[src/rtl/cct_timer_pkg.sv]
package cct_timer_pkg;
  localparam int DATA_W = 8;
  localparam int ADDR_W = 8;
  localparam int CNT_W  = 2 * DATA_W;
  localparam int NFLAG  = 3;

  // flag index order matches status bits 5,6,7
  localparam int FL_OVF = 0;
  localparam int FL_CMP = 1;
  localparam int FL_CAP = 2;
  localparam int STAT_PAD_W = DATA_W - NFLAG;

  typedef logic [ADDR_W-1:0] addr_t;

  localparam addr_t A_CTRL = 8'h12;
  localparam addr_t A_STAT = 8'h13;
  localparam addr_t A_CAPH = 8'h14;
  localparam addr_t A_CAPL = 8'h15;
  localparam addr_t A_OCRH = 8'h16;
  localparam addr_t A_OCRL = 8'h17;
  localparam addr_t A_CNTH = 8'h18;
  localparam addr_t A_CNTL = 8'h19;
  localparam addr_t A_ALTH = 8'h1A;
  localparam addr_t A_ALTL = 8'h1B;

  typedef struct packed {
    logic wr_ctrl;
    logic rd_stat;
    logic rd_caph;
    logic rd_capl;
    logic wr_ocrh;
    logic wr_ocrl;
    logic acc_ocrl;
    logic rd_any_hi;
    logic rd_any_lo;
    logic rd_cntl;
  } dec_t;
endpackage

[src/rtl/cct_rst_sync.sv]
module cct_rst_sync #(
  parameter int STAGES = 2
) (
  input  logic clk,
  input  logic rst_n,
  output logic rst_sync_n
);
  logic [STAGES-1:0] sr_q;
  logic [STAGES-1:0] sr_d;

  always_comb begin
    sr_d = {sr_q[STAGES-2:0], 1'b1};
  end

  always_ff @(posedge clk or negedge rst_n) begin
    if (!rst_n) sr_q <= '0;
    else        sr_q <= sr_d;
  end

  assign rst_sync_n = sr_q[STAGES-1];
endmodule

[src/rtl/cct_counter.sv]
module cct_counter #(
  parameter int W  = 16,
  parameter int BW = 8
) (
  input  logic          clk,
  input  logic          rst_n,
  input  logic          rd_hi_i,
  input  logic          rd_lo_i,
  output logic [W-1:0]  cnt_o,
  output logic [BW-1:0] lo_view_o,
  output logic          wrap_o
);
  logic [W-1:0]  cnt_q, cnt_d;
  logic [BW-1:0] lat_q, lat_d;
  logic          val_q, val_d;

  always_comb begin
    cnt_d = cnt_q + 1'b1;
    lat_d = lat_q;
    val_d = val_q;
    if (rd_hi_i) begin
      lat_d = cnt_q[BW-1:0];
      val_d = 1'b1;
    end else if (rd_lo_i) begin
      val_d = 1'b0;
    end
  end

  always_ff @(posedge clk or negedge rst_n) begin
    if (!rst_n) begin
      cnt_q <= '0;
      lat_q <= '0;
      val_q <= 1'b0;
    end else begin
      cnt_q <= cnt_d;
      lat_q <= lat_d;
      val_q <= val_d;
    end
  end

  assign cnt_o     = cnt_q;
  assign lo_view_o = val_q ? lat_q : cnt_q[BW-1:0];
  assign wrap_o    = &cnt_q;
endmodule

[src/rtl/cct_capture.sv]
module cct_capture #(
  parameter int W      = 16,
  parameter int STAGES = 2
) (
  input  logic         clk,
  input  logic         rst_n,
  input  logic         pin_i,
  input  logic         pol_i,
  input  logic [W-1:0] cnt_i,
  input  logic         hold_set_i,
  input  logic         hold_clr_i,
  output logic [W-1:0] cap_o,
  output logic         evt_o,
  output logic         hold_o
);
  // STAGES synchronizer flops plus one history flop for edge detection
  logic [STAGES:0] sync_q, sync_d;
  logic            s_new, s_old, edge_seen;
  logic            hold_q, hold_d;
  logic [W-1:0]    cap_q, cap_d;

  always_comb begin
    sync_d    = {sync_q[STAGES-1:0], pin_i};
    s_new     = sync_q[STAGES-1];
    s_old     = sync_q[STAGES];
    edge_seen = pol_i ? (s_new & ~s_old) : (~s_new & s_old);
    evt_o     = edge_seen & ~hold_q;
    hold_d    = hold_q;
    if (hold_set_i)      hold_d = 1'b1;
    else if (hold_clr_i) hold_d = 1'b0;
    cap_d = evt_o ? cnt_i : cap_q;
  end

  always_ff @(posedge clk or negedge rst_n) begin
    if (!rst_n) begin
      sync_q <= '0;
      hold_q <= 1'b0;
      cap_q  <= '0;
    end else begin
      sync_q <= sync_d;
      hold_q <= hold_d;
      cap_q  <= cap_d;
    end
  end

  assign cap_o  = cap_q;
  assign hold_o = hold_q;
endmodule

[src/rtl/cct_flags.sv]
module cct_flags #(
  parameter int N = 3
) (
  input  logic         clk,
  input  logic         rst_n,
  input  logic         run_i,
  input  logic [N-1:0] set_i,
  input  logic         arm_req_i,
  input  logic [N-1:0] clr_acc_i,
  output logic [N-1:0] flag_o,
  output logic [N-1:0] arm_o
);
  logic [N-1:0] flag_q, flag_d;
  logic [N-1:0] arm_q, arm_d;

  for (genvar i = 0; i < N; i++) begin : g_flag
    always_comb begin
      // a set in the clearing cycle wins
      flag_d[i] = set_i[i] | (flag_q[i] & ~(clr_acc_i[i] & arm_q[i]));
      arm_d[i]  = arm_q[i];
      if (clr_acc_i[i])                arm_d[i] = 1'b0;
      else if (arm_req_i && flag_q[i]) arm_d[i] = 1'b1;
    end

    // flags survive reset: no reset term, frozen while not running
    always_ff @(posedge clk) begin
      if (run_i) flag_q[i] <= flag_d[i];
    end

    always_ff @(posedge clk or negedge rst_n) begin
      if (!rst_n) arm_q[i] <= 1'b0;
      else        arm_q[i] <= arm_d[i];
    end
  end

  assign flag_o = flag_q;
  assign arm_o  = arm_q;
endmodule

[src/rtl/cct_timer.sv]
module cct_timer
  import cct_timer_pkg::*;
#(
  parameter int              SYNC_STAGES = 2,
  parameter int              RST_STAGES  = 2,
  parameter logic [CNT_W-1:0] OCR_RESET  = '1
) (
  input  logic              clk,
  input  logic              rst_n,
  input  logic [ADDR_W-1:0] bus_addr,
  input  logic              bus_rd,
  input  logic              bus_wr,
  input  logic [DATA_W-1:0] bus_wdata,
  output logic [DATA_W-1:0] bus_rdata,
  input  logic              cap_pin,
  output logic              irq
);
  logic              rst_sync_n;
  dec_t              dec;
  logic [NFLAG-1:0]  en_q, en_d;
  logic              pol_q, pol_d;
  logic [CNT_W-1:0]  ocr_q, ocr_d;
  logic [CNT_W-1:0]  cnt;
  logic [DATA_W-1:0] cnt_lo_view;
  logic              wrap;
  logic [CNT_W-1:0]  cap_val;
  logic              cap_evt;
  logic              cap_hold;
  logic [NFLAG-1:0]  flag_set;
  logic [NFLAG-1:0]  clr_acc;
  logic [NFLAG-1:0]  flag;
  logic [NFLAG-1:0]  arm;
  logic [DATA_W-1:0] rdata_c;

  cct_rst_sync #(.STAGES(RST_STAGES)) u_rst (
    .clk        (clk),
    .rst_n      (rst_n),
    .rst_sync_n (rst_sync_n)
  );

  // access decode; bus is inert while the block is held in reset
  always_comb begin
    dec           = '0;
    dec.wr_ctrl   = rst_sync_n && bus_wr && (bus_addr == A_CTRL);
    dec.rd_stat   = rst_sync_n && bus_rd && (bus_addr == A_STAT);
    dec.rd_caph   = rst_sync_n && bus_rd && (bus_addr == A_CAPH);
    dec.rd_capl   = rst_sync_n && bus_rd && (bus_addr == A_CAPL);
    dec.wr_ocrh   = rst_sync_n && bus_wr && (bus_addr == A_OCRH);
    dec.wr_ocrl   = rst_sync_n && bus_wr && (bus_addr == A_OCRL);
    dec.acc_ocrl  = rst_sync_n && (bus_rd || bus_wr) && (bus_addr == A_OCRL);
    dec.rd_any_hi = rst_sync_n && bus_rd && ((bus_addr == A_CNTH) || (bus_addr == A_ALTH));
    dec.rd_any_lo = rst_sync_n && bus_rd && ((bus_addr == A_CNTL) || (bus_addr == A_ALTL));
    dec.rd_cntl   = rst_sync_n && bus_rd && (bus_addr == A_CNTL);
  end

  cct_counter #(.W(CNT_W), .BW(DATA_W)) u_cnt (
    .clk       (clk),
    .rst_n     (rst_sync_n),
    .rd_hi_i   (dec.rd_any_hi),
    .rd_lo_i   (dec.rd_any_lo),
    .cnt_o     (cnt),
    .lo_view_o (cnt_lo_view),
    .wrap_o    (wrap)
  );

  cct_capture #(.W(CNT_W), .STAGES(SYNC_STAGES)) u_cap (
    .clk        (clk),
    .rst_n      (rst_sync_n),
    .pin_i      (cap_pin),
    .pol_i      (pol_q),
    .cnt_i      (cnt),
    .hold_set_i (dec.rd_caph),
    .hold_clr_i (dec.rd_capl),
    .cap_o      (cap_val),
    .evt_o      (cap_evt),
    .hold_o     (cap_hold)
  );

  always_comb begin
    flag_set         = '0;
    flag_set[FL_OVF] = wrap;
    flag_set[FL_CMP] = (cnt == ocr_q);
    flag_set[FL_CAP] = cap_evt;
    clr_acc          = '0;
    clr_acc[FL_OVF]  = dec.rd_cntl;
    clr_acc[FL_CMP]  = dec.acc_ocrl;
    clr_acc[FL_CAP]  = dec.rd_capl;
  end

  cct_flags #(.N(NFLAG)) u_flags (
    .clk       (clk),
    .rst_n     (rst_sync_n),
    .run_i     (rst_sync_n),
    .set_i     (flag_set),
    .arm_req_i (dec.rd_stat),
    .clr_acc_i (clr_acc),
    .flag_o    (flag),
    .arm_o     (arm)
  );

  // control and compare registers: next state
  always_comb begin
    en_d  = en_q;
    pol_d = bus_wdata[0];
    ocr_d = ocr_q;
    if (dec.wr_ctrl) en_d = bus_wdata[DATA_W-1 -: NFLAG];
    if (dec.wr_ocrh) ocr_d[CNT_W-1 -: DATA_W] = bus_wdata;
    if (dec.wr_ocrl) ocr_d[DATA_W-1:0]        = bus_wdata;
  end

  always_ff @(posedge clk or negedge rst_sync_n) begin
    if (!rst_sync_n) begin
      en_q  <= '0;
      ocr_q <= OCR_RESET;
    end else begin
      en_q  <= en_d;
      ocr_q <= ocr_d;
    end
  end

  // polarity survives reset: plain enable flop
  always_ff @(posedge clk) begin
    if (dec.wr_ctrl) pol_q <= pol_d;
  end

  always_comb begin
    rdata_c = '0;
    if (bus_rd) begin
      case (bus_addr)
        A_CTRL:         rdata_c = {en_q, {(STAT_PAD_W-1){1'b0}}, pol_q};
        A_STAT:         rdata_c = {flag, {STAT_PAD_W{1'b0}}};
        A_CAPH:         rdata_c = cap_val[CNT_W-1 -: DATA_W];
        A_CAPL:         rdata_c = cap_val[DATA_W-1:0];
        A_OCRH:         rdata_c = ocr_q[CNT_W-1 -: DATA_W];
        A_OCRL:         rdata_c = ocr_q[DATA_W-1:0];
        A_CNTH, A_ALTH: rdata_c = cnt[CNT_W-1 -: DATA_W];
        A_CNTL, A_ALTL: rdata_c = cnt_lo_view;
        default:        rdata_c = '0;
      endcase
    end
  end

  assign bus_rdata = rdata_c;
  assign irq       = |(flag & en_q);
endmodule

[config.mk]
export PLATFORM = sky130hd
export DESIGN_NAME = cct_timer
export DESIGN_NICKNAME = d
export VERILOG_FILES = /design/src/rtl/cct_timer_pkg.sv /design/src/rtl/cct_rst_sync.sv /design/src/rtl/cct_counter.sv /design/src/rtl/cct_capture.sv /design/src/rtl/cct_flags.sv /design/src/rtl/cct_timer.sv
export SDC_FILE = /design/constraint.sdc
export NUM_CORES = 1
export LEC_CHECK = 0
export ABC_AREA = 1
export ABC_CLOCK_PERIOD_IN_PS = 2700
export BUFFER_PORTS_ARGS = -buffer_cell sky130_fd_sc_hd__buf_4
export CAP_MARGIN = 0
export CORE_MARGIN = 4
export CORE_UTILIZATION = 60
export CTS_CLUSTER_DIAMETER = 60
export DETAILED_ROUTE_END_ITERATION = 8
export GPL_ROUTABILITY_DRIVEN = 0
export PLACE_DENSITY = 0.8
export SYNTH_ARGS = -nofsm -noshare
export SYNTH_HDL_FRONTEND = slang
export SYNTH_SLANG_ARGS = --single-unit
export TNS_END_PERCENT = 10
[constraint.sdc]
create_clock -name clk -period 2.7 [get_ports clk]
set_clock_uncertainty 0.15 [all_clocks]
set_input_delay 0 -clock clk [delete_from_list [all_inputs] [get_ports clk]]
set_output_delay 0 -clock clk [all_outputs]
set_load 0.01 [all_outputs]
# After elaboration in Yosys (flattened, before gate mapping)
# Index checks and enable logic that the tools add are counted.
# Widths: inputs -> output; s select.
word_totals:
  ff_bits: 73
  word_cells: 90
op_classes:
  addsub: 1
  n_eq_ne: 11
  muxes: 14
  bitwise_logic: 19
  n_reduce_logical: 28
ops:
  columns: ["cell", "count"]
  rows:
  - ["$eq 8x5->1 const B", 10]
  - ["$pmux 8 s8", 1]
  - ["$add 16x1->16 const B", 1]
  - ["$eq 16x16->1", 1]
  - ["$logic_and 1x1->1", 16]
  - ["$mux 8", 2]
  - ["$reduce_and 16->1", 1]
  - ["$mux 1", 11]
  - ["$reduce_bool 2->1", 5]
  - ["$and 1x1->1", 9]
  - ["$not 1->1", 6]
  - ["$reduce_or 2->1", 2]
  - ["$and 3x3->3", 1]
  - ["$logic_or 1x1->1", 3]
  - ["$or 1x1->1", 3]
  - ["$reduce_or 3->1", 1]

# Depth between registers and ports, before layout
logic_depth:
  word_depth: 7
  mapped_depth: 9
  depth_no_buf: 8

# By module
# A second synthesis with hierarchy kept.
unflattened:
  cells_unflattened: 528
  area_unflattened_um2: 4090.2
by_module_without_submodules:
  columns: ["mod", "n_inst", "cells_per_inst", "area_each_um2", "seq_area_each_um2"]
  rows:
  - ["cct_timer", 1, 274, 1793.0, 525.5]
  - ["cct_counter", 1, 143, 1191.1, 625.6]
  - ["cct_capture", 1, 81, 793.3, 500.5]
  - ["cct_flags", 1, 27, 259.0, 165.2]
  - ["cct_rst_sync", 1, 3, 53.8, 50.0]

# Worst setup path before layout
# OpenSTA, ideal clock, no wires.
synth_timing:
  kind: "flip-flop to flip-flop"
  startpoint: "register u_rst.sr_q[1]"
  endpoint: "register u_flags.flag_q[1] (netlist: u_flags.flag_o[1]), data pin"
  setup_time_ns: 0.252
  arrival_ns: 2.967
  path_slack_ns: -0.670
  stages_incl_launch_ff: 6
  path_buffers: 0
  path_cell_list: "dfrtp_1 nand2_1 a21oi_1 nand2_1 nand2_1 nand2_1"
synth_via:
  elab_chain_len: 6
synth_lines:
  columns: ["item", "line", "rtl"]
  rows:
  - ["from (decl)", "cct_rst_sync.sv:8", "logic [STAGES-1:0] sr_q;"]
  - ["from (signal assigned)", "cct_rst_sync.sv:17", "else sr_q <= sr_d;"]
  - ["$logic_and 1x1->1 (2 in series)", "cct_timer.sv:50", "dec.acc_ocrl = rst_sync_n && (bus_rd || bus_wr) && (bus_addr == A_OCRL);"]
  - ["$and 1x1->1", "cct_flags.sv:19", "flag_d[i] = set_i[i] | (flag_q[i] & ~(clr_acc_i[i] & arm_q[i]));"]
  - ["$not 1->1", "cct_flags.sv:19", null]
  - ["$and 1x1->1", "cct_flags.sv:19", null]
  - ["$or 1x1->1", "cct_flags.sv:19", null]
  - ["via u_flags.flag_d[1]", "cct_flags.sv:13", "logic [N-1:0] flag_q, flag_d;"]
  - ["to (signal, indexed assignment)", "cct_flags.sv:27", "if (run_i) flag_q[i] <= flag_d[i];"]
  - ["to (decl)", "cct_flags.sv:13", null]
# The timed path passes the listed nets, and every way through them passes these cells.
# A chain may end at the register's enable or synchronous reset.

# Worst setup path in the final report
layout_timing:
  startpoint: "input bus_addr[0]"
  endpoint: "output bus_rdata[2]"
layout_via:
  elab_chain_len: 4
  word_cells_on_any_way: 14
  classes_between: "10 x eq/ne; 2 x mux; 2 x reduce/logical"
layout_lines:
  columns: ["item", "line", "rtl"]
  rows:
  - ["from (decl)", "cct_timer.sv:10", "input logic [ADDR_W-1:0] bus_addr,"]
  - ["$eq 8x5->1", "cct_timer.sv:129", "case (bus_addr)"]
  - ["$reduce_or 2->1", "cct_timer.sv:129", null]
  - ["$pmux 8 s8 (*)", "cct_timer.sv:129", null]
  - ["$mux 8 (*)", "cct_timer.sv:128", "if (bus_rd) begin"]
  - ["to (decl)", "cct_timer.sv:14", "output logic [DATA_W-1:0] bus_rdata,"]
# Every way passes the cells marked *; elsewhere a longest branch is shown, timed or not.

==> impl_metrics.json <==
{
  "yosys_most_used_dff": "dfrtp_1",
  "synth_cell_type_count": 32,
  "syn-num-nets": 486,
  "clk_path_buf_depth": 2,
  "fp-row-count": 29,
  "total_power_mw": 2.29,
  "cts_resized": 0,
  "die_w_um": 89.3,
  "initial_core_util_pct": 62.1,
  "num-fill-cells": 503,
  "fin_crit_sh_pct": 74.2,
  "die_h_um": 89.3,
  "ys_ff_latch": 73,
  "cp_cell_sequence": "dlygate4sd3_1 -> buf_4 -> inv_2 -> nand2_1 -> nor2_2 -> nand3_1 -> nand2_1 -> inv_1 -> a21oi_1 -> buf_4",
  "cp_slowest_stage_delay_ns": 0.54,
  "grt.total_usage_pct": 25.3,
  "place_inst": 557,
  "cts_tree": "yes",
  "leakagePower_nw": 2.16,
  "drv_slew": 0,
  "drt-initial-drc-count": 266,
  "postLayoutCoreUtil_pct": 72.1,
  "status": "finished clean",
  "synthAdderAreaFrac_pct": 0.316,
  "design_area_mm2": 0.00460,
  "placed_cell_area_mm2": 0.00419,
  "hold_violations": 0,
  "crit_buf_inv": 5,
  "muxShareOfSynthArea_pct": 0,
  "arrival_ns": 1.85,
  "cts_max_level": 3,
  "cp.required_ns": 2.55,
  "wire_per_inst_um": 15.6,
  "cts.sinks": 73,
  "crit_path_end_kind": "output pin",
  "syn_inst": 464,
  "synth.area.top_cells": "dfrtp_1 33%, nand2_1 12%, dfstp_2 11%",
  "numCtsBuffers": 9,
  "hold_buffers": 19,
  "postCtsSetupRepairBufs": 0,
  "dp_hpwl_mm": 6.71,
  "worstPathMaxFanout": 8,
  "cp_top_family": "buffers and inverters",
  "cpMaxStageDelayCell": "dlygate4sd3_1",
  "grt-ovfl-total": 0,
  "hold_path_class": "in2reg",
  "synth-compound-area-share_pct": 10.3,
  "worst_slew_pin_slew_ns": 0.893,
  "setup_viol": 0,
  "nNetsFinal": 532,
  "synth_warnings": 0,
  "yosysMostFrequentCell": "nand2_1",
  "antenna_cells": 0,
  "timing.setup.tns_ns": 0,
  "io_pins": 30,
  "grt_antenna_before_repair": 0,
  "worstSkewPairLatency_ns": 0.36,
  "drive_above_1_share_pct": 20.6,
  "crit_type": "in2out",
  "coreArea_mm2": 0.00639,
  "powerDensity_mw_per_mm2": 497,
  "synth_top_family_by_area": "simple AND/OR/NAND/NOR gates",
  "netlist.area_leader.share_pct": 33.5,
  "period_needed_ns": 2.00,
  "grt_max_degree": 49,
  "grt_pass1_wl_mm": 15.0,
  "die-area_mm2": 0.00797,
  "num_vias": 3345,
  "cap_violations": 0,
  "wl_mm": 9.25,
  "clk_pin_slew_ns": 0.09,
  "yosys.area.top_type": "dfrtp_1",
  "rsz0062_at_grt": "no",
  "syn_area_per_cell_um2": 8.54,
  "dr.pass1.iters": 4,
  "finalNonFillerCells": 592,
  "viasPerCell": 5.65,
  "vdd_drop_max_uv": 375,
  "drc": 0,
  "io_buffers": 29,
  "startpoint_type": "primary input",
  "synth_enable_flop_cells": 4,
  "antenna_left": 0,
  "synthXorXnorAreaFrac_pct": 6.63,
  "async_flop_share_pct": 94.5,
  "ys_top_cells_by_count": "123 x nand2_1, 59 x nand3_1, 53 x dfrtp_1",
  "grt_pass1_vias": 3052,
  "syn2layout_area_growth_pct": 16.1,
  "yosys.area_share.simple_pct": 29.1,
  "slew_headroom_pct": 40.3,
  "cts_root_buffer": "clkbuf_8",
  "synth-seq-area-share_pct": 47.1,
  "synth_area_mm2": 0.00396,
  "fmax_mhz": 499
}
==> worst min-delay path, cell delays in order <==
cell     delay [ns]
buf_4          0.08
inv_1          0.03
nand2_2        0.10
nor2_8         0.13
nand2_1        0.10
o21ai_0        0.08
==> path summary, 6_finish.rpt <==
check	slack (ns)	startpoint	cells after the start	to
worst max-delay path	0.70	bus_addr[0]	10	bus_rdata[2]
min in group asynchronous	0.20	u_rst.sr_q[1]$_DFF_PN0_	0	ocr_q[6]$_DFFE_PN1P_
worst min-delay path	0.06	bus_addr[5]	6	u_cap.hold_o$_DFFE_PN0P_
worst max register to register	0.85	u_cap.sync_q[2]$_DFF_PN0_	3	u_cap.cap_o[14]$_DFFE_PN0P_
worst min register to register	0.20	u_rst.sr_q[1]$_DFF_PN0_	0	ocr_q[6]$_DFFE_PN1P_
max in group asynchronous	1.59	u_rst.sr_q[1]$_DFF_PN0_	1	u_cap.cap_o[12]$_DFFE_PN0P_
==> logic make-up (layout without fill, tap and decap cells) <==
logic type | count (synthesis) | after routing
buffers and inverters | 56 | 107
adder cells (fa/ha/maj) | 1 | 1
other | 1 | 1
AND/OR/NAND/NOR | 239 | 239
AO/OA/AOI/OAI | 64 | 64
flip-flops | 73 | 73
XOR/XNOR | 30 | 30
==> flip-flops by register name, indices dropped and copies added (netlist names) <==
name	count
ocr_q	16
u_cap.cap_o	16
u_cnt.cnt_o	16
u_cnt.lat_q	8
en_q	3
u_cap.sync_q	3
u_flags.arm_o	3
u_flags.flag_o	3
u_rst.sr_q	2
pol_q	1
u_cap.hold_o	1
u_cnt.val_q	1
==> power by group <==
part           internal [mW]  switching (mW)  leakage (nW)
sequential              1.14          0.0278         0.904
clock                  0.524           0.424         0.103
combinational         0.0723           0.101          1.15
==> through the flow <==
step / setup slack (ns) / hold WS [ns]
floorplan: 0.248 / -0.446
global placement: 0.909 / -0.366
detailed placement: 0.864 / -0.366
CTS: 0.724 / 0.0526
global route: 0.571 / 0.107
finish: 0.696 / 0.0588
==> cell type report <==
class | count | area (um^2) | area share (%)
Sequential cell | 73 | 1870 | 40.6
Inverter | 40 | 150 | 3.26
Timing Repair Buffer | 51 | 430 | 9.35
Clock buffer | 10 | 128 | 2.77
Tap cell | 77 | 96.3 | 2.09
Multi-Input combinational cell | 335 | 1840 | 40.0
Clock inverter | 6 | 90.1 | 1.96
==> layer usage <==
layer  GRT usage (%)  wire length (um)  vias up  part of all wire [%]
met2            38.3              4360      117                    47
met1            35.2              4110     1609                    44
li1                -                 -     1595                     -
met4            11.9               258        0                   2.8
met3            4.88               518       24                   5.6
met5               0                 0        -                     0
==> placed cells by master, fill, tap and decap left out <==
master and count:
nand4_4 1, dfstp_2 16, nand3_2 2, o21ai_2 16
nand2_2 4, nand4_1 5, nor2_2 9, inv_1 39
o21ai_1 1, a21oi_1 13, buf_4 32, dlygate4sd3_1 19
bufinv_16 2, nor2_1 24, clkinvlp_4 2, xnor2_1 16
nand2_4 3, o21ai_0 23, xor2_1 14, dfrtp_1 52
nor2_4 2, inv_6 1, edfxtp_1 4, ha_1 1
dfrtp_2 1, o21a_1 11, conb_1 1, inv_4 1
clkbuf_8 9, clkbuf_1 1, nand3_1 59, nor3_1 3
nor2_8 4, nand2_1 123, inv_2 1
(Power assumes the default switching activity.)
